<file path="src/rtl/kwd_pkg.sv">
package kwd_pkg;
  // Status word bit positions, decoded by the interrupt clear path.
  localparam int unsigned THR_BIT = 8;
  localparam int unsigned TO_BIT  = 9;
  localparam int unsigned ARM_BIT = 0;

  // Word index (address bits 3:2) of each register.
  localparam logic [1:0] IDX_COUNT  = 2'd0;
  localparam logic [1:0] IDX_THRESH = 2'd1;
  localparam logic [1:0] IDX_ENABLE = 2'd2;
  localparam logic [1:0] IDX_UNLOCK = 2'd3;

  localparam logic [31:0] UNLOCK_KEY = 32'hF1D0_DEAD;
endpackage

</file>
<file path="src/rtl/kwd_keygate.sv">
module kwd_keygate
  import kwd_pkg::*;
#(
  parameter int unsigned ADDR_W = 4,
  parameter int unsigned DATA_W = 32,
  parameter logic [DATA_W-1:0] KEY = UNLOCK_KEY
) (
  input  logic              clk,
  input  logic              rst_n,
  input  logic              bus_wr,
  input  logic [ADDR_W-1:0] bus_addr,
  input  logic [DATA_W-1:0] bus_wdata,
  output logic              armed,
  output logic              wr_count,
  output logic              wr_thresh,
  output logic              wr_enable
);
  logic       aligned;
  logic [1:0] idx;
  logic       key_write;
  logic       accept;
  logic       armed_q;

  // Only aligned word addresses in the 16-byte window decode.
  assign aligned   = (bus_addr[1:0] == 2'b00) && ((bus_addr >> 4) == '0);
  assign idx       = bus_addr[3:2];
  assign key_write = bus_wr && aligned && (idx == IDX_UNLOCK) && (bus_wdata == KEY);

  // One arm flag: every write re-evaluates it, so only a key write leaves it set.
  always_ff @(posedge clk) begin
    if (!rst_n)      armed_q <= 1'b0;
    else if (bus_wr) armed_q <= key_write;
  end

  assign armed     = armed_q;
  assign accept    = bus_wr && aligned && armed_q;
  assign wr_count  = accept && (idx == IDX_COUNT);
  assign wr_thresh = accept && (idx == IDX_THRESH);
  assign wr_enable = accept && (idx == IDX_ENABLE);

  // after any write other than a key write, the block is locked.
  a_r3_relock_after_write: assert property (@(posedge clk) disable iff (!rst_n)
    (bus_wr && !(aligned && idx == IDX_UNLOCK && bus_wdata == KEY)) |=> !armed);

  // a key write arms the gate for the next cycle.
  a_r2_key_arms: assert property (@(posedge clk) disable iff (!rst_n)
    (bus_wr && aligned && idx == IDX_UNLOCK && bus_wdata == KEY) |=> armed);
endmodule

</file>
<file path="src/rtl/kwd_counter.sv">
module kwd_counter #(
  parameter int unsigned CNT_W = 32
) (
  input  logic             clk,
  input  logic             rst_n,
  input  logic             cnt_load,
  input  logic [CNT_W-1:0] cnt_val,
  input  logic             thr_load,
  input  logic [CNT_W-1:0] thr_val,
  input  logic             en_load,
  input  logic             en_val,
  output logic [CNT_W-1:0] cnt,
  output logic [CNT_W-1:0] thr,
  output logic             en,
  output logic             thr_evt,
  output logic             to_evt
);
  logic [CNT_W-1:0] cnt_q;
  logic [CNT_W-1:0] thr_q;
  logic             en_q;

  // One countdown step: the count falls while running and saturates at zero.
  function automatic logic [CNT_W-1:0] count_step(logic [CNT_W-1:0] cur, logic run);
    if (run && (cur != '0)) return cur - 1'b1;
    return cur;
  endfunction

  // Early warning fires only for a non-zero threshold that the running count meets.
  function automatic logic thresh_match(logic [CNT_W-1:0] cur, logic [CNT_W-1:0] lim, logic run);
    return run && (lim != '0) && (cur == lim);
  endfunction

  always_ff @(posedge clk) begin
    if (!rst_n) begin
      cnt_q <= '0;
      thr_q <= '0;
      en_q  <= 1'b0;
    end else begin
      cnt_q <= cnt_load ? cnt_val : count_step(cnt_q, en_q);
      if (thr_load) thr_q <= thr_val;
      if (en_load)  en_q  <= en_val;
    end
  end

  assign cnt     = cnt_q;
  assign thr     = thr_q;
  assign en      = en_q;
  assign thr_evt = thresh_match(cnt_q, thr_q, en_q);
  assign to_evt  = en_q && (cnt_q == '0);

  // a stopped counter holds its value.
  a_r4_stopped_holds: assert property (@(posedge clk) disable iff (!rst_n)
    (!en && !cnt_load) |=> (cnt == $past(cnt)));

  // a running, non-zero counter falls by exactly one.
  a_r4_counts_down: assert property (@(posedge clk) disable iff (!rst_n)
    (en && !cnt_load && cnt != '0) |=> (cnt + 1'b1 == $past(cnt)));

  // a running counter at zero stays at zero.
  a_r5_zero_sticks: assert property (@(posedge clk) disable iff (!rst_n)
    (en && !cnt_load && cnt == '0) |=> (cnt == '0));
endmodule

</file>
<file path="src/rtl/kwd_status.sv">
module kwd_status (
  input  logic clk,
  input  logic rst_n,
  input  logic set_thr,
  input  logic set_to,
  input  logic clr_thr,
  input  logic clr_to,
  output logic sts_thr,
  output logic sts_to
);
  logic thr_q;
  logic to_q;

  // A set in the same cycle as a clear wins, so no event is lost.
  function automatic logic sticky_next(logic cur, logic set, logic clr);
    return set || (cur && !clr);
  endfunction

  always_ff @(posedge clk) begin
    if (!rst_n) begin
      thr_q <= 1'b0;
      to_q  <= 1'b0;
    end else begin
      thr_q <= sticky_next(thr_q, set_thr, clr_thr);
      to_q  <= sticky_next(to_q,  set_to,  clr_to);
    end
  end

  assign sts_thr = thr_q;
  assign sts_to  = to_q;

  // a set status bit survives until its clear arrives.
  a_r7_timeout_sticky: assert property (@(posedge clk) disable iff (!rst_n)
    (sts_to && !clr_to) |=> sts_to);
  a_r7_thresh_sticky: assert property (@(posedge clk) disable iff (!rst_n)
    (sts_thr && !clr_thr) |=> sts_thr);

  // events always reach their status bits.
  a_r6_thresh_sets: assert property (@(posedge clk) disable iff (!rst_n)
    set_thr |=> sts_thr);
  a_r5_timeout_sets: assert property (@(posedge clk) disable iff (!rst_n)
    set_to |=> sts_to);
endmodule

</file>
<file path="src/rtl/keyguard_wdt.sv">
module keyguard_wdt
  import kwd_pkg::*;
#(
  parameter int unsigned CNT_W  = 32,
  parameter int unsigned DATA_W = 32,
  parameter int unsigned ADDR_W = 4,
  parameter logic [DATA_W-1:0] KEY = UNLOCK_KEY
) (
  input  logic              clk,
  input  logic              rst_n,
  input  logic              bus_wr,
  input  logic              bus_rd,
  input  logic [ADDR_W-1:0] bus_addr,
  input  logic [DATA_W-1:0] bus_wdata,
  output logic [DATA_W-1:0] bus_rdata,
  input  logic              clr_valid,
  input  logic [DATA_W-1:0] clr_mask,
  output logic              irq_thresh,
  output logic              irq_timeout
);
  logic             armed;
  logic             wr_count;
  logic             wr_thresh;
  logic             wr_enable;
  logic [CNT_W-1:0] cnt;
  logic [CNT_W-1:0] thr;
  logic             en;
  logic             thr_evt;
  logic             to_evt;
  logic             sts_thr;
  logic             sts_to;
  logic             clr_thr;
  logic             clr_to;
  logic [DATA_W-1:0] cnt_ext;
  logic [DATA_W-1:0] thr_ext;
  logic [DATA_W-1:0] rdata_q;
  logic              rd_aligned;
  logic              unused_clr_bits;

  kwd_keygate #(.ADDR_W(ADDR_W), .DATA_W(DATA_W), .KEY(KEY)) u_gate (
    .clk       (clk),
    .rst_n     (rst_n),
    .bus_wr    (bus_wr),
    .bus_addr  (bus_addr),
    .bus_wdata (bus_wdata),
    .armed     (armed),
    .wr_count  (wr_count),
    .wr_thresh (wr_thresh),
    .wr_enable (wr_enable)
  );

  kwd_counter #(.CNT_W(CNT_W)) u_count (
    .clk      (clk),
    .rst_n    (rst_n),
    .cnt_load (wr_count),
    .cnt_val  (bus_wdata[CNT_W-1:0]),
    .thr_load (wr_thresh),
    .thr_val  (bus_wdata[CNT_W-1:0]),
    .en_load  (wr_enable),
    .en_val   (bus_wdata[0]),
    .cnt      (cnt),
    .thr      (thr),
    .en       (en),
    .thr_evt  (thr_evt),
    .to_evt   (to_evt)
  );

  assign clr_thr = clr_valid && clr_mask[THR_BIT];
  assign clr_to  = clr_valid && clr_mask[TO_BIT];
  assign unused_clr_bits = ^clr_mask;

  kwd_status u_status (
    .clk     (clk),
    .rst_n   (rst_n),
    .set_thr (thr_evt),
    .set_to  (to_evt),
    .clr_thr (clr_thr),
    .clr_to  (clr_to),
    .sts_thr (sts_thr),
    .sts_to  (sts_to)
  );

  // Widen the count and the threshold onto the data bus; which variant is built depends on the widths.
  generate
    if (CNT_W == DATA_W) begin : g_same_w
      assign cnt_ext = cnt;
      assign thr_ext = thr;
    end else begin : g_zero_ext
      assign cnt_ext = {{(DATA_W-CNT_W){1'b0}}, cnt};
      assign thr_ext = {{(DATA_W-CNT_W){1'b0}}, thr};
    end
  endgenerate

  function automatic logic [DATA_W-1:0] status_word(logic s_thr, logic s_to, logic s_arm);
    logic [DATA_W-1:0] w;
    w          = '0;
    w[THR_BIT] = s_thr;
    w[TO_BIT]  = s_to;
    w[ARM_BIT] = s_arm;
    return w;
  endfunction

  assign rd_aligned = (bus_addr[1:0] == 2'b00) && ((bus_addr >> 4) == '0);

  always_ff @(posedge clk) begin
    if (!rst_n) begin
      rdata_q <= '0;
    end else if (bus_rd) begin
      if (!rd_aligned) rdata_q <= '0;
      else begin
        case (bus_addr[3:2])
          IDX_COUNT:  rdata_q <= cnt_ext;
          IDX_THRESH: rdata_q <= thr_ext;
          IDX_ENABLE: rdata_q <= {{(DATA_W-1){1'b0}}, en};
          default:    rdata_q <= status_word(sts_thr, sts_to, armed);
        endcase
      end
    end
  end

  assign bus_rdata   = rdata_q;
  assign irq_thresh  = sts_thr;
  assign irq_timeout = sts_to;

  // while locked, no write can move the threshold or the enable.
  a_r2_locked_ignored: assert property (@(posedge clk) disable iff (!rst_n)
    (bus_wr && !armed) |=> ($stable(thr) && $stable(en)));

  // a locked write to the count never loads it.
  a_r2_locked_count: assert property (@(posedge clk) disable iff (!rst_n)
    (bus_wr && !armed && !en) |=> (cnt == $past(cnt)));

  // read data changes only after a sampled read.
  a_r9_rdata_holds: assert property (@(posedge clk) disable iff (!rst_n)
    !bus_rd |=> $stable(bus_rdata));
endmodule

</file>
<file path="config.mk">
export PLATFORM = sky130hd
export DESIGN_NAME = keyguard_wdt
export DESIGN_NICKNAME = d
export VERILOG_FILES = /design/src/rtl/kwd_pkg.sv /design/src/rtl/kwd_keygate.sv /design/src/rtl/kwd_counter.sv /design/src/rtl/kwd_status.sv /design/src/rtl/keyguard_wdt.sv
export SDC_FILE = /design/constraint.sdc
export NUM_CORES = 1
export LEC_CHECK = 0
export ABC_AREA = 1
export BUFFER_PORTS_ARGS = -buffer_cell sky130_fd_sc_hd__buf_2
export CAP_MARGIN = 20
export CORE_MARGIN = 1
export CORE_UTILIZATION = 40
export DETAILED_ROUTE_END_ITERATION = 8
export PLACE_DENSITY_LB_ADDON = 0.15
export SLEW_MARGIN = 40
export SYNTH_ARGS = -nofsm -noshare
export SYNTH_HDL_FRONTEND = slang
export SYNTH_SLANG_ARGS = --single-unit
</file>
<file path="constraint.sdc">
create_clock -name clk -period 4.59 [get_ports clk]
set_clock_uncertainty 0.15 [all_clocks]
set_input_delay 0.6885 -clock clk [delete_from_list [all_inputs] [get_ports clk]]
set_output_delay 0.6885 -clock clk [all_outputs]
set_load 0.05 [all_outputs]
</file>
# After elaboration in Yosys (flattened, before gate mapping)
# Cells that the tools add are included.
[word_totals]
output_inout_bits = 34
word_cells = 45
regBits = 100
[op_classes]
n_eq_ne = 5
addsub = 1
reduce_logical = 25
muxes = 7
[op_table]
columns = ["cell", "n"]
rows = [
  ["two-way mux 32 bit", 4],
  ["one-hot mux 32 bit (3 select lines)", 1],
  ["nonzero test 32 bit", 2],
  ["equality test 32 bit", 1],
  ["equality test 32 bit, second input constant", 1],
  ["zero test 32 bit", 1],
  ["subtractor 32 x 1 -> 32 bit, second input constant", 1],
  ["logical AND 1 bit", 15],
  ["equality test 2 bit, second input constant", 2],
  ["zero test 2 bit", 2],
  ["equality test 2 x 1 -> 1 bit, second input constant", 1],
  ["zero test 1 bit", 2],
  ["logical OR 1 bit", 2],
  ["two-way mux 1 bit", 2],
  ["nonzero test 2 bit", 1],
]

# Longest topological paths before layout
# Gate-level depths: netlist (run 1).
[logic_depth]
depth_word = 6
mapped_depth = 12

# By module
# Synthesis (run 1) repeated with hierarchy kept, for this count alone.
[unflattened]
hier_cells = 983
area_unflattened_um2 = 5915.7
[modules_own_cells]
columns = ["module", "seq_area_each_um2", "n_inst", "area_per_inst_um2", "cells_each"]
rows = [
  ["kwd_counter", 1301.2, 1, 4022.6, 655],
  ["keyguard_wdt", 640.6, 1, 1569.0, 259],
  ["kwd_keygate", 20.0, 1, 247.7, 58],
  ["kwd_status", 40.0, 1, 76.3, 11],
]

# Worst setup path before layout (run 1)
# No wires, ideal clock.
[synth_timing]
path_kind = "input to register"
from = "input bus_addr[1]"
to = "register u_count.cnt_q[2], in the netlist u_count.cnt[2]"
slack_ns = 2.548
path_buffers = 2
path_stages = 10
arrival_ns = 1.770
t_required_ns = 4.319
path_cell_list = "nor2_1 nand2_1 nor2_1 inv_1 nor2_1 buf_2 buf_2 a21oi_1 o21ai_0 a21oi_1"
[synth_via]
elab_chain_len = 5
elab_cells_between_ends = 6
classes_between = "1 x mux; 5 x reduce/logical"
[synth_rtl]
columns = ["element", "line_no", "text"]
rows = [
  ["from (decl)", "keyguard_wdt.sv:13", "input logic [ADDR_W-1:0] bus_addr,"],
  ["zero test 2 bit *", "kwd_keygate.sv:25", "assign aligned = (bus_addr[1:0] == 2'b00) && ((bus_addr >> 4) == '0);"],
  ["logical AND 1 bit * (2 in series)", "kwd_keygate.sv:36", "assign accept = bus_wr && aligned && armed_q;"],
  ["logical AND 1 bit *", "kwd_keygate.sv:37", "assign wr_count = accept && (idx == IDX_COUNT);"],
  ["two-way mux 32 bit or nonzero test 2 bit (tied branches)", "-", ""],
  ["to (signal assigned)", "kwd_counter.sv:39", "cnt_q <= cnt_load ? cnt_val : count_step(cnt_q, en_q);"],
  ["to (decl)", "kwd_counter.sv:18", "logic [CNT_W-1:0] cnt_q;"],
]
# Mark *: on every way between the ends. The rest lies on a longest branch, timed or not.
# A chain may end at the register's enable or synchronous reset.

# Worst setup path after layout (run 1)
[layout_timing]
from = "register u_count.cnt_q[0], in the netlist u_count.cnt[0]"
to = "register u_count.cnt_q[9], in the netlist u_count.cnt[9]"
[layout_via]
elab_chain_len = 5
elab_cells_between_ends = 9
classes_between = "1 x add/sub; 5 x mux; 3 x reduce/logical"
[layout_rtl]
columns = ["element"]
rows = [
  ["parallel branches: the longest is 5 deep, another holds subtractor 32 x 1 -> 32 bit"],
]
# Parallel ways; which one is timed is not known. The select of a mux whose other input is x is not followed.

==> flow_metrics.py, run 1 <==
metrics = {
    "timing": {
        "rsz0062_at_grt": "no",
        "tns_ps": 0,
        "min_period_over_period_pct": 57.9,
        "maxSlewViolCount": 0,
        "finalSetupViolCount": 0,
        "slew_headroom_pct": 54.5,
        "timing_hold_violations_final": 0,
        "fin_crit_ps": 2660,
        "tightest_slew_ps": 683,
        "fmax_mhz": 377,
    },
    "worst_setup_path": {
        "worst_ep_arrival_time_ps": 2790,
        "rrSetupSlack_ps": 1930,
        "worst_path_most_repeated_cell": "nand2_2",
        "crit_path_end": "u_count.cnt[9]$_SDFFE_PN0P_",
        "cp_max_fo": 18,
        "path_delay_family": "simple AND/OR/NAND/NOR gates",
        "crit_buf_inv": 2,
        "cpPeakStageDelay_ps": 490,
        "path_cells": "inv_1, ha_1, nand2_2, nor2_4, nand2_2, o21ai_4, nand2_4, clkinv_2, nand2_1, a21oi_1",
        "reg2regPathDepth": 10,
        "worst_r2r_startpoint": "u_count.cnt[0]$_SDFFE_PN0P_",
        "worstReg2RegEnd": "u_count.cnt[9]$_SDFFE_PN0P_",
        "path_class": "reg -> reg",
        "worst_setup_path_end_kind": "register",
        "path_depth": 10,
        "crit_path_top_delay_cell": "o21ai_4",
        "required_ps": 4720,
        "startpoint": "u_count.cnt[0]$_SDFFE_PN0P_",
        "start_kind": "register",
    },
    "detailed_routing": {
        "vias": 5966,
        "ant_nets": 0,
        "drt_iter0_drc": 369,
        "viasPerCell": 5.13,
        "post_drt_wl_per_cell_um": 15.2,
        "drc": 0,
        "drt_pass1_iterations": 6,
        "drt-total-wl_um": 17700,
    },
    "placed_design": {
        "hpwlAfterDp_um": 13000,
        "routabilityCongestion": 0.937,
        "port-buffer-count": 76,
        "dp.cells": 1146,
    },
    "finish": {
        "nNetsFinal": 1051,
        "areaGrowthSynthToFinish_pct": 14.2,
        "n_fill_cell": 1526,
        "drive_gt1_share_pct": 13.0,
        "stdcell_count": 1162,
        "antenna-diode-count": 0,
    },
    "power_and_ir_drop": {
        "comb_power_share_pct": 4.4,
        "power.leakage_uw": 0.00288,
        "power_density_mw_per_mm2": 269,
        "vdd_ir_drop_max_mv": 0.181,
        "p_seq_share_pct": 49.4,
        "power.internal_uw": 1330,
        "p_switching_uw": 422,
        "pwr-share-clk_pct": 46.2,
        "p_sw_share_pct": 24.0,
    },
    "die": {
        "die_area_mm2": 0.0148,
        "fp.coreArea_mm2": 0.0139,
        "rows": 43,
        "top_level_ports": 107,
        "start_util_pct": 41.1,
        "die_x_um": 122,
        "die_height_um": 122,
    },
    "min_path": {
        "hold_depth": 2,
        "hold_class": "reg -> reg",
    },
    "clocking": {
        "cts.repair.resized": 0,
        "clk_pin_slew_ps": 70,
        "post_cts_buffers": 0,
        "clk_latency_ps": 360,
        "clock-sinks": 100,
        "cts-root-buf": "clkbuf_16",
        "cts_buffers": 9,
        "cts_hold_buf": 0,
        "cts_buffer_depth": 2,
        "cts_tree": "yes",
        "cts-htree-levels": 3,
    },
    "status": {
        "outcome": "complete, no violations",
    },
    "flow_run": {
        "maxCapViolCount": 0,
    },
    "grt": {
        "grt.total_usage_pct": 24.7,
        "grt_pass1_vias": 5331,
        "grt.met3_usage_pct": 4.21,
        "busiest_layer": "met2",
        "grt_overflow": 0,
        "use_met1_pct": 35.9,
        "grt_max_degree": 42,
        "met2_usage_pct": 36.7,
        "grt_pass1_wl_um": 27800,
        "antenna_found_initial": 0,
    },
    "synth": {
        "ys_ff_latch": 100,
        "synth_area_mm2": 0.00572,
        "synth_nets": 995,
        "ys_warn_count": 0,
        "seq_area_frac_synth_pct": 35.0,
        "ys_types": 33,
        "netlist_instances": 921,
        "avgSynthCellArea_um2": 6.21,
    },
}
==> cell usage in the layout, fill, tap and decap left out, drive strengths merged, types with 2 or more instances in the layout <==
cell type / n
and2: 2
a21oi: 99
dfxtp: 100
xor2: 18
inv: 118
buf: 83
clkbuf: 10
clkinv: 3
nor2: 91
o221ai: 3
nand4: 27
nand2: 287
o22ai: 29
nand3: 42
nor4: 6
o21ai: 52
nor3: 4
==> metal layers <==
layer	up-vias	wire, um
met1	2669	8780
met2	186	7450
met5	-	0
met3	22	1170
met4	0	281
li1	3089	-
==> kinds of logic (layout without fill, tap and decap cells) <==
kind of cell / Yosys count / after routing / share of synthesized area, %
AOI/OAI and AO/OA: 184 / 184 / 17.6
xor gates and xnor gates: 19 / 19 / 2.91
adders and majority gates: 1 / 1 / 0.219
buffers and inverters: 155 / 216 / 10.6
DFF: 100 / 100 / 35.0
and+or+nand+nor: 462 / 462 / 33.7
==> Yosys cell counts <==
| cell type | instances | share of area (%) |
|---|---|---|
| a21oi_1 | 93 | 8.1 |
| a21oi_2 | 6 | 0.92 |
| and2_1 | 2 | 0.22 |
| and3_1 | 1 | 0.11 |
| buf_1 | 3 | 0.20 |
| buf_12 | 1 | 0.35 |
| buf_2 | 4 | 0.35 |
| buf_4 | 1 | 0.13 |
| clkbuf_1 | 29 | 1.9 |
| clkinv_2 | 1 | 0.087 |
| dfxtp_1 | 100 | 35 |
| ha_1 | 1 | 0.22 |
| inv_1 | 112 | 7.3 |
| inv_2 | 4 | 0.26 |
| nand2_1 | 278 | 18 |
| nand2_2 | 8 | 0.87 |
| nand2_4 | 1 | 0.20 |
| nand3_1 | 42 | 3.7 |
| nand3b_1 | 1 | 0.13 |
| nand4_1 | 27 | 3.0 |
| nor2_1 | 88 | 5.8 |
| nor2_2 | 2 | 0.22 |
| nor2_4 | 1 | 0.20 |
| nor3_1 | 4 | 0.35 |
| nor4_1 | 6 | 0.66 |
| o211ai_1 | 1 | 0.13 |
| o21ai_0 | 51 | 4.5 |
| o21ai_4 | 1 | 0.28 |
| o221ai_1 | 3 | 0.46 |
| o22ai_1 | 29 | 3.2 |
| or2_2 | 1 | 0.11 |
| xnor2_1 | 1 | 0.15 |
| xor2_1 | 18 | 2.8 |
==> power groups by stage <==
stage	sequential [uW]	combinational, uW	clock (uW)
3_3_place_gp	887	78.1	0
2_1_floorplan	888	39.5	0
6_report	867	77.9	810
4_1_cts	867	78.4	823
5_1_grt	867	85.6	863
3_5_place_dp	887	78.2	0
==> stage by stage <==
stage	cell area, um^2	worst slack, ps	hold slack, ps	total power, uW	utilization, %
floorplan	5720	2550	293	927	-
global placement	6220	1930	301	965	44.7
detailed placement	6220	1920	302	965	44.7
CTS	6530	1950	313	1770	46.9
global route	6530	1750	325	1820	46.9
finish	6530	1930	312	1750	46.9
==> worst min-delay path by stage <==
stage	start	endpoint
global placement	bus_rdata[7]$_SDFFE_PN0P_	bus_rdata[7]$_SDFFE_PN0P_
detailed placement	bus_rdata[18]$_SDFFE_PN0P_	bus_rdata[18]$_SDFFE_PN0P_
CTS	bus_rdata[18]$_SDFFE_PN0P_	bus_rdata[18]$_SDFFE_PN0P_
floorplan	u_count.cnt[0]$_SDFFE_PN0P_	u_count.cnt[0]$_SDFFE_PN0P_
finish	bus_rdata[18]$_SDFFE_PN0P_	bus_rdata[18]$_SDFFE_PN0P_
global route	bus_rdata[7]$_SDFFE_PN0P_	bus_rdata[7]$_SDFFE_PN0P_
==> area by class of cell <==
class | instances | area, um^2 | share of cell area, %
clock buffer | 10 | 239 | 3.66
inverter | 117 | 440 | 6.74
tap | 180 | 225 | 3.45
multi-input combinational | 666 | 3120 | 47.8
timing repair buffer | 83 | 433 | 6.63
sequential | 100 | 2000 | 30.6
clock inverter | 6 | 71.3 | 1.09
==> state kept, by name, indices dropped and copies added, names as in the netlist <==
signal / flops
u_status.sts_to: 1
u_count.en: 1
bus_rdata: 32
u_status.sts_thr: 1
u_count.cnt: 32
u_gate.armed: 1
u_count.thr: 32
==> worst register-to-register path, cell delays in order (launching register included) <==
cell and delay, ps:
dfxtp_1 340, inv_1 120, ha_1 250, nand2_2 120
nor2_4 200, nand2_2 100, o21ai_4 490, nand2_4 260
clkinv_2 300, nand2_1 90, a21oi_1 150
No activity file was read; power rests on OpenSTA's default activity.
==> inputs of run 2 (changes only) <==
==> constraint.sdc (replaced) <==
create_clock -name clk -period 2.5 [get_ports clk]
set_clock_uncertainty 0.15 [all_clocks]
set_input_delay 0.375 -clock clk [delete_from_list [all_inputs] [get_ports clk]]
set_output_delay 0.375 -clock clk [all_outputs]
set_load 0.05 [all_outputs]
==> run 2 against run 1 <==
Net effect:
- utilization rose by 0.75 points
- critical endpoint is now u_count.cnt[26]$_SDFFE_PN0P_
- sequential power rose by 83%
- largest cell class unchanged
- clock-buffer cell count rose by 1
- die area did not move
- non-clock buffer count rose by 11
- via count rose by 0.82%
- final area rose by 1.6%
- maximum frequency rose by 19%
- register-to-register slack got worse by 1700 ps
- hold slack got worse by 180 ps
- global-route usage rose by 0.56 points
==> flow_metrics.py, run 2 (same netlist as run 1, synthesis figures left out) <==
metrics = {
    "die": {
        "start_util_pct": 41.1,
        "die_height_um": 122,
        "fp.coreArea_mm2": 0.0139,
        "die_x_um": 122,
        "rows": 43,
        "top_level_ports": 107,
        "die_area_mm2": 0.0148,
    },
    "timing": {
        "tightest_slew_ps": 661,
        "fin_crit_ps": 2230,
        "rsz0062_at_grt": "no",
        "timing_hold_violations_final": 0,
        "maxSlewViolCount": 0,
        "slew_headroom_pct": 55.9,
        "min_period_over_period_pct": 89.4,
        "fmax_mhz": 447,
        "tns_ps": 0,
        "finalSetupViolCount": 0,
    },
    "placed_design": {
        "routabilityCongestion": 0.927,
        "hpwlAfterDp_um": 13100,
        "port-buffer-count": 76,
    },
    "finish": {
        "antenna-diode-count": 0,
        "layout_common_cells": "nand2_1, inv_1, dfxtp_1",
        "nNetsFinal": 1062,
        "drive_gt1_share_pct": 13.8,
        "areaGrowthSynthToFinish_pct": 16.0,
        "n_fill_cell": 1529,
        "final_common_cell": "nand2_1",
    },
    "detailed_routing": {
        "drt-total-wl_um": 17500,
        "drc": 0,
        "post_drt_wl_per_cell_um": 15.0,
        "vias": 6015,
        "viasPerCell": 5.13,
        "drt_pass1_iterations": 5,
        "drt_iter0_drc": 463,
        "ant_nets": 0,
    },
    "worst_setup_path": {
        "path_class": "reg -> reg",
        "worst_setup_path_end_kind": "register",
        "path_delay_family": "simple AND/OR/NAND/NOR gates",
        "worst_ep_arrival_time_ps": 2370,
        "path_cells": "inv_1, ha_1, nand2_2, nor2_4, nand2_2, o21ai_4, nor2_2, o21ai_0, a21oi_1",
        "cpPeakStageDelay_ps": 510,
        "worst_path_most_repeated_cell": "nand2_2",
        "crit_path_top_delay_cell": "nor2_2",
        "crit_buf_inv": 1,
        "cp_max_fo": 13,
        "start_kind": "register",
        "required_ps": 2630,
    },
    "grt": {
        "grt_max_degree": 39,
        "antenna_found_initial": 0,
        "grt_pass1_vias": 5504,
        "grt.total_usage_pct": 25.2,
        "grt_overflow": 0,
        "grt_pass1_wl_um": 28700,
    },
    "clocking": {
        "clk_latency_ps": 360,
        "clk_pin_slew_ps": 70,
        "cts-root-buf": "clkbuf_16",
        "cts_hold_buf": 0,
        "cts-htree-levels": 3,
        "cts_tree": "yes",
        "cts.repair.resized": 0,
        "post_cts_buffers": 0,
        "clock-sinks": 100,
        "cts_buffer_depth": 2,
        "cts_buffers": 9,
    },
    "power_and_ir_drop": {
        "power.leakage_uw": 0.00293,
        "vdd_ir_drop_max_mv": 0.322,
        "p_total_uw": 3270,
        "power_density_mw_per_mm2": 493,
    },
    "flow_run": {
        "maxCapViolCount": 0,
    },
    "min_path": {
        "hold_class": "in -> reg",
    },
    "status": {
        "outcome": "complete, no violations",
    },
}
==> run 2: worst reg2reg max path, stage by stage (launching register included) <==
cell and delay (ps):
dfxtp_1 380, inv_1 110, ha_1 260, nand2_2 140
nor2_4 70, nand2_2 90, o21ai_4 80, nor2_2 510
o21ai_0 200, a21oi_1 170
==> run 2: where the power goes <==
group / switching, uW / total, uW / internal [uW] / leakage (uW)
combinational: 103 / 149 / 46.6 / 0.00198
sequential: 0.0978 / 1590 / 1590 / 0.000805
clock: 644 / 1530 / 884 / 0.000150
==> run 2: layout make-up <==
| type | instances | area [um^2] | area share (%) |
|---|---|---|---|
| Clock buffer | 11 | 233 | 3.51 |
| Clock inverter | 5 | 85.1 | 1.28 |
| Inverter | 117 | 440 | 6.64 |
| Multi-Input combinational cell | 666 | 3120 | 47.1 |
| Sequential cell | 100 | 2000 | 30.2 |
| Tap cell | 180 | 225 | 3.39 |
| Timing Repair Buffer | 94 | 528 | 7.95 |
==> run 2: metrics by stage <==
stage	utilization (%)	instance area, um^2	hold WS, ps	setup slack (ps)	instances
after floorplan	-	5720	293	605	921
after global placement	45.3	6320	300	79.8	1157
after detailed placement	45.4	6320	302	313	1157
after CTS	47.6	6640	123	295	1173
after global routing	47.6	6640	134	84.2	1173
final	47.6	6640	132	265	1173
==> run 2: path summary, 6_finish.rpt <==
check                                                 start                      endpoint  slack, ps  depth (start not counted)
worst max-delay path            u_count.cnt[0]$_SDFFE_PN0P_  u_count.cnt[26]$_SDFFE_PN0P_        270                          9
worst min-delay path                            clr_mask[9]    u_status.sts_to$_SDFF_PN0_        130                          4
worst max register to register  u_count.cnt[0]$_SDFFE_PN0P_  u_count.cnt[26]$_SDFFE_PN0P_        270                          9
worst min register to register   bus_rdata[13]$_SDFFE_PN0P_    bus_rdata[13]$_SDFFE_PN0P_        310                          2
==> run 2: per-layer routing <==
metal	vias to the layer above	track usage, %	share of wire (%)
li1	3106	-	-
met1	2726	36.0	49
met2	162	37.9	42
met3	21	4.17	6.4
met4	0	9.41	2.2
met5	-	0	0
==> inputs of run 3 (changes only) <==
--- a/config.mk
+++ b/config.mk
@@ -8,10 +8,12 @@
 export ABC_AREA = 1
 export BUFFER_PORTS_ARGS = -buffer_cell sky130_fd_sc_hd__buf_2
 export CAP_MARGIN = 20
+export CELL_PAD_IN_SITES_DETAIL_PLACEMENT = 1
+export CELL_PAD_IN_SITES_GLOBAL_PLACEMENT = 2
 export CORE_MARGIN = 1
-export CORE_UTILIZATION = 40
+export CORE_UTILIZATION = 29
 export DETAILED_ROUTE_END_ITERATION = 8
-export PLACE_DENSITY_LB_ADDON = 0.15
+export PLACE_DENSITY_LB_ADDON = 0.12
 export SLEW_MARGIN = 40
 export SYNTH_ARGS = -nofsm -noshare
 export SYNTH_HDL_FRONTEND = slang
==> run 3 against run 2 <==
Net effect:
- clock power about the same
- maximum frequency hardly changed
- global-route usage down 1.8 points
- critical path depth increased by 1
- worst setup slack about the same
- register-to-register slack about the same
- utilization fell by 12 points
- die area up 37%
- hold slack got worse by 9.1 ps
- combinational power up 10%
- largest cell class unchanged
- largest power group unchanged
==> flow_metrics.py, run 3 (same netlist as run 1, synthesis figures left out) <==
metrics = {
    "timing": {
        "fmax_mhz": 447,
        "slew_headroom_pct": 49.0,
        "holdWs_ps": 123,
        "tns_ps": 0,
        "maxSlewViolCount": 0,
        "fin_crit_ps": 2240,
        "finalSetupViolCount": 0,
        "timing_hold_violations_final": 0,
        "tightest_slew_ps": 764,
        "min_period_over_period_pct": 89.4,
        "rsz0062_at_grt": "no",
    },
    "grt": {
        "grt.total_usage_pct": 23.4,
        "grt_overflow": 0,
        "grt_max_degree": 43,
        "antenna_found_initial": 0,
        "grt_pass1_wl_um": 35600,
        "grt_pass1_vias": 6398,
    },
    "die": {
        "die_height_um": 142,
        "top_level_ports": 107,
        "die_x_um": 142,
        "die_area_mm2": 0.0203,
        "rows": 51,
        "start_util_pct": 29.5,
        "fp.coreArea_mm2": 0.0194,
    },
    "finish": {
        "final_area_mm2": 0.00691,
        "layout_common_cells": "nand2_1, inv_1, dfxtp_1",
        "layout.area.seq_mm2": 0.00200,
        "stdcell_count": 1283,
        "drive_gt1_share_pct": 16.1,
        "final_common_cell": "nand2_1",
        "multi_input_area_mm2": 0.00312,
        "antenna-diode-count": 0,
        "n_fill_cell": 2619,
        "areaGrowthSynthToFinish_pct": 20.8,
        "nNetsFinal": 1087,
    },
    "clocking": {
        "cts_buffers": 9,
        "cts-root-buf": "clkbuf_16",
        "clk_pin_slew_ps": 80,
        "cts_hold_buf": 0,
        "clock-sinks": 100,
        "cts-htree-levels": 3,
        "cts_buffer_depth": 2,
        "cts_tree": "yes",
        "post_cts_buffers": 0,
        "cts.repair.resized": 0,
        "clk_latency_ps": 360,
    },
    "detailed_routing": {
        "drc": 0,
        "drt-total-wl_um": 22600,
        "drt_pass1_iterations": 4,
        "viasPerCell": 4.80,
        "vias": 6163,
        "ant_nets": 0,
        "drt_iter0_drc": 209,
        "post_drt_wl_per_cell_um": 17.6,
    },
    "worst_setup_path": {
        "worst_ep_arrival_time_ps": 2380,
        "worst_setup_path_end_kind": "register",
        "path_class": "reg -> reg",
        "reg2regPathDepth": 10,
        "required_ps": 2640,
        "cp_max_fo": 15,
        "start_kind": "register",
    },
    "min_path": {
        "hold_class": "in -> reg",
        "hold_depth": 4,
    },
    "power_and_ir_drop": {
        "vdd_ir_drop_max_mv": 0.332,
        "power_density_mw_per_mm2": 473,
        "power.leakage_uw": 0.00305,
    },
    "placed_design": {
        "port-buffer-count": 76,
        "dp.cells": 1267,
        "hpwlAfterDp_um": 17400,
        "placed_area_mm2": 0.00660,
        "routabilityCongestion": 0.829,
    },
    "status": {
        "outcome": "complete, no violations",
    },
    "flow_run": {
        "maxCapViolCount": 0,
    },
}
-- run 3: path summary, 6_finish.rpt --
kind | end | from | slack [ps]
max | u_count.cnt[12]$_SDFFE_PN0P_ | u_count.cnt[10]$_SDFFE_PN0P_ | 260
min | u_status.sts_to$_SDFF_PN0_ | clr_mask[9] | 120
max reg2reg | u_count.cnt[12]$_SDFFE_PN0P_ | u_count.cnt[10]$_SDFFE_PN0P_ | 260
min reg2reg | bus_rdata[7]$_SDFFE_PN0P_ | bus_rdata[7]$_SDFFE_PN0P_ | 310
-- run 3: worst max-delay path, cell delays in order, from the launching register on --
cell and delay [ps]:
dfxtp_1 360, nor2_1 260, nand2_1 100, nor2_2 180, nand2_2 100, o21ai_4 170, buf_4 250, nand2_4 100
clkinv_2 240, nand2_2 90, a21oi_2 150
-- run 3: area by class of cell --
| class | instances | area share (%) |
|---|---|---|
| clock buffer | 9 | 3.26 |
| inverter | 117 | 6.37 |
| clock inverter | 7 | 1.23 |
| sequential | 100 | 29.0 |
| timing repair buffer | 119 | 10.2 |
| tap | 265 | 4.80 |
| multi-input combinational | 666 | 45.2 |
-- run 3: report_power, final --
part / leakage (uW) / switching [uW] / internal (uW)
Sequential: 0.000805 / 0.0824 / 1590
Clock: 0.000146 / 722 / 796
Combinational: 0.00210 / 118 / 46.4
Total: 0.00305 / 839 / 2430
-- run 3: layer usage --
layer	up-vias	track usage (%)	wire [um]
met1	2908	29.0	10400
met3	16	3.57	590
met4	0	6.23	385
met5	-	0	0
li1	3158	-	-
met2	81	42.0	11300
-- run 3: per-stage QoR --
step	setup WS, ps	utilization (%)	power, uW
floorplan	605	-	1700
global placement	50.7	34.0	1800
detailed placement	275	34.0	1790
CTS	258	35.6	3320
global route	27.0	35.6	3390
finish	265	35.6	3270
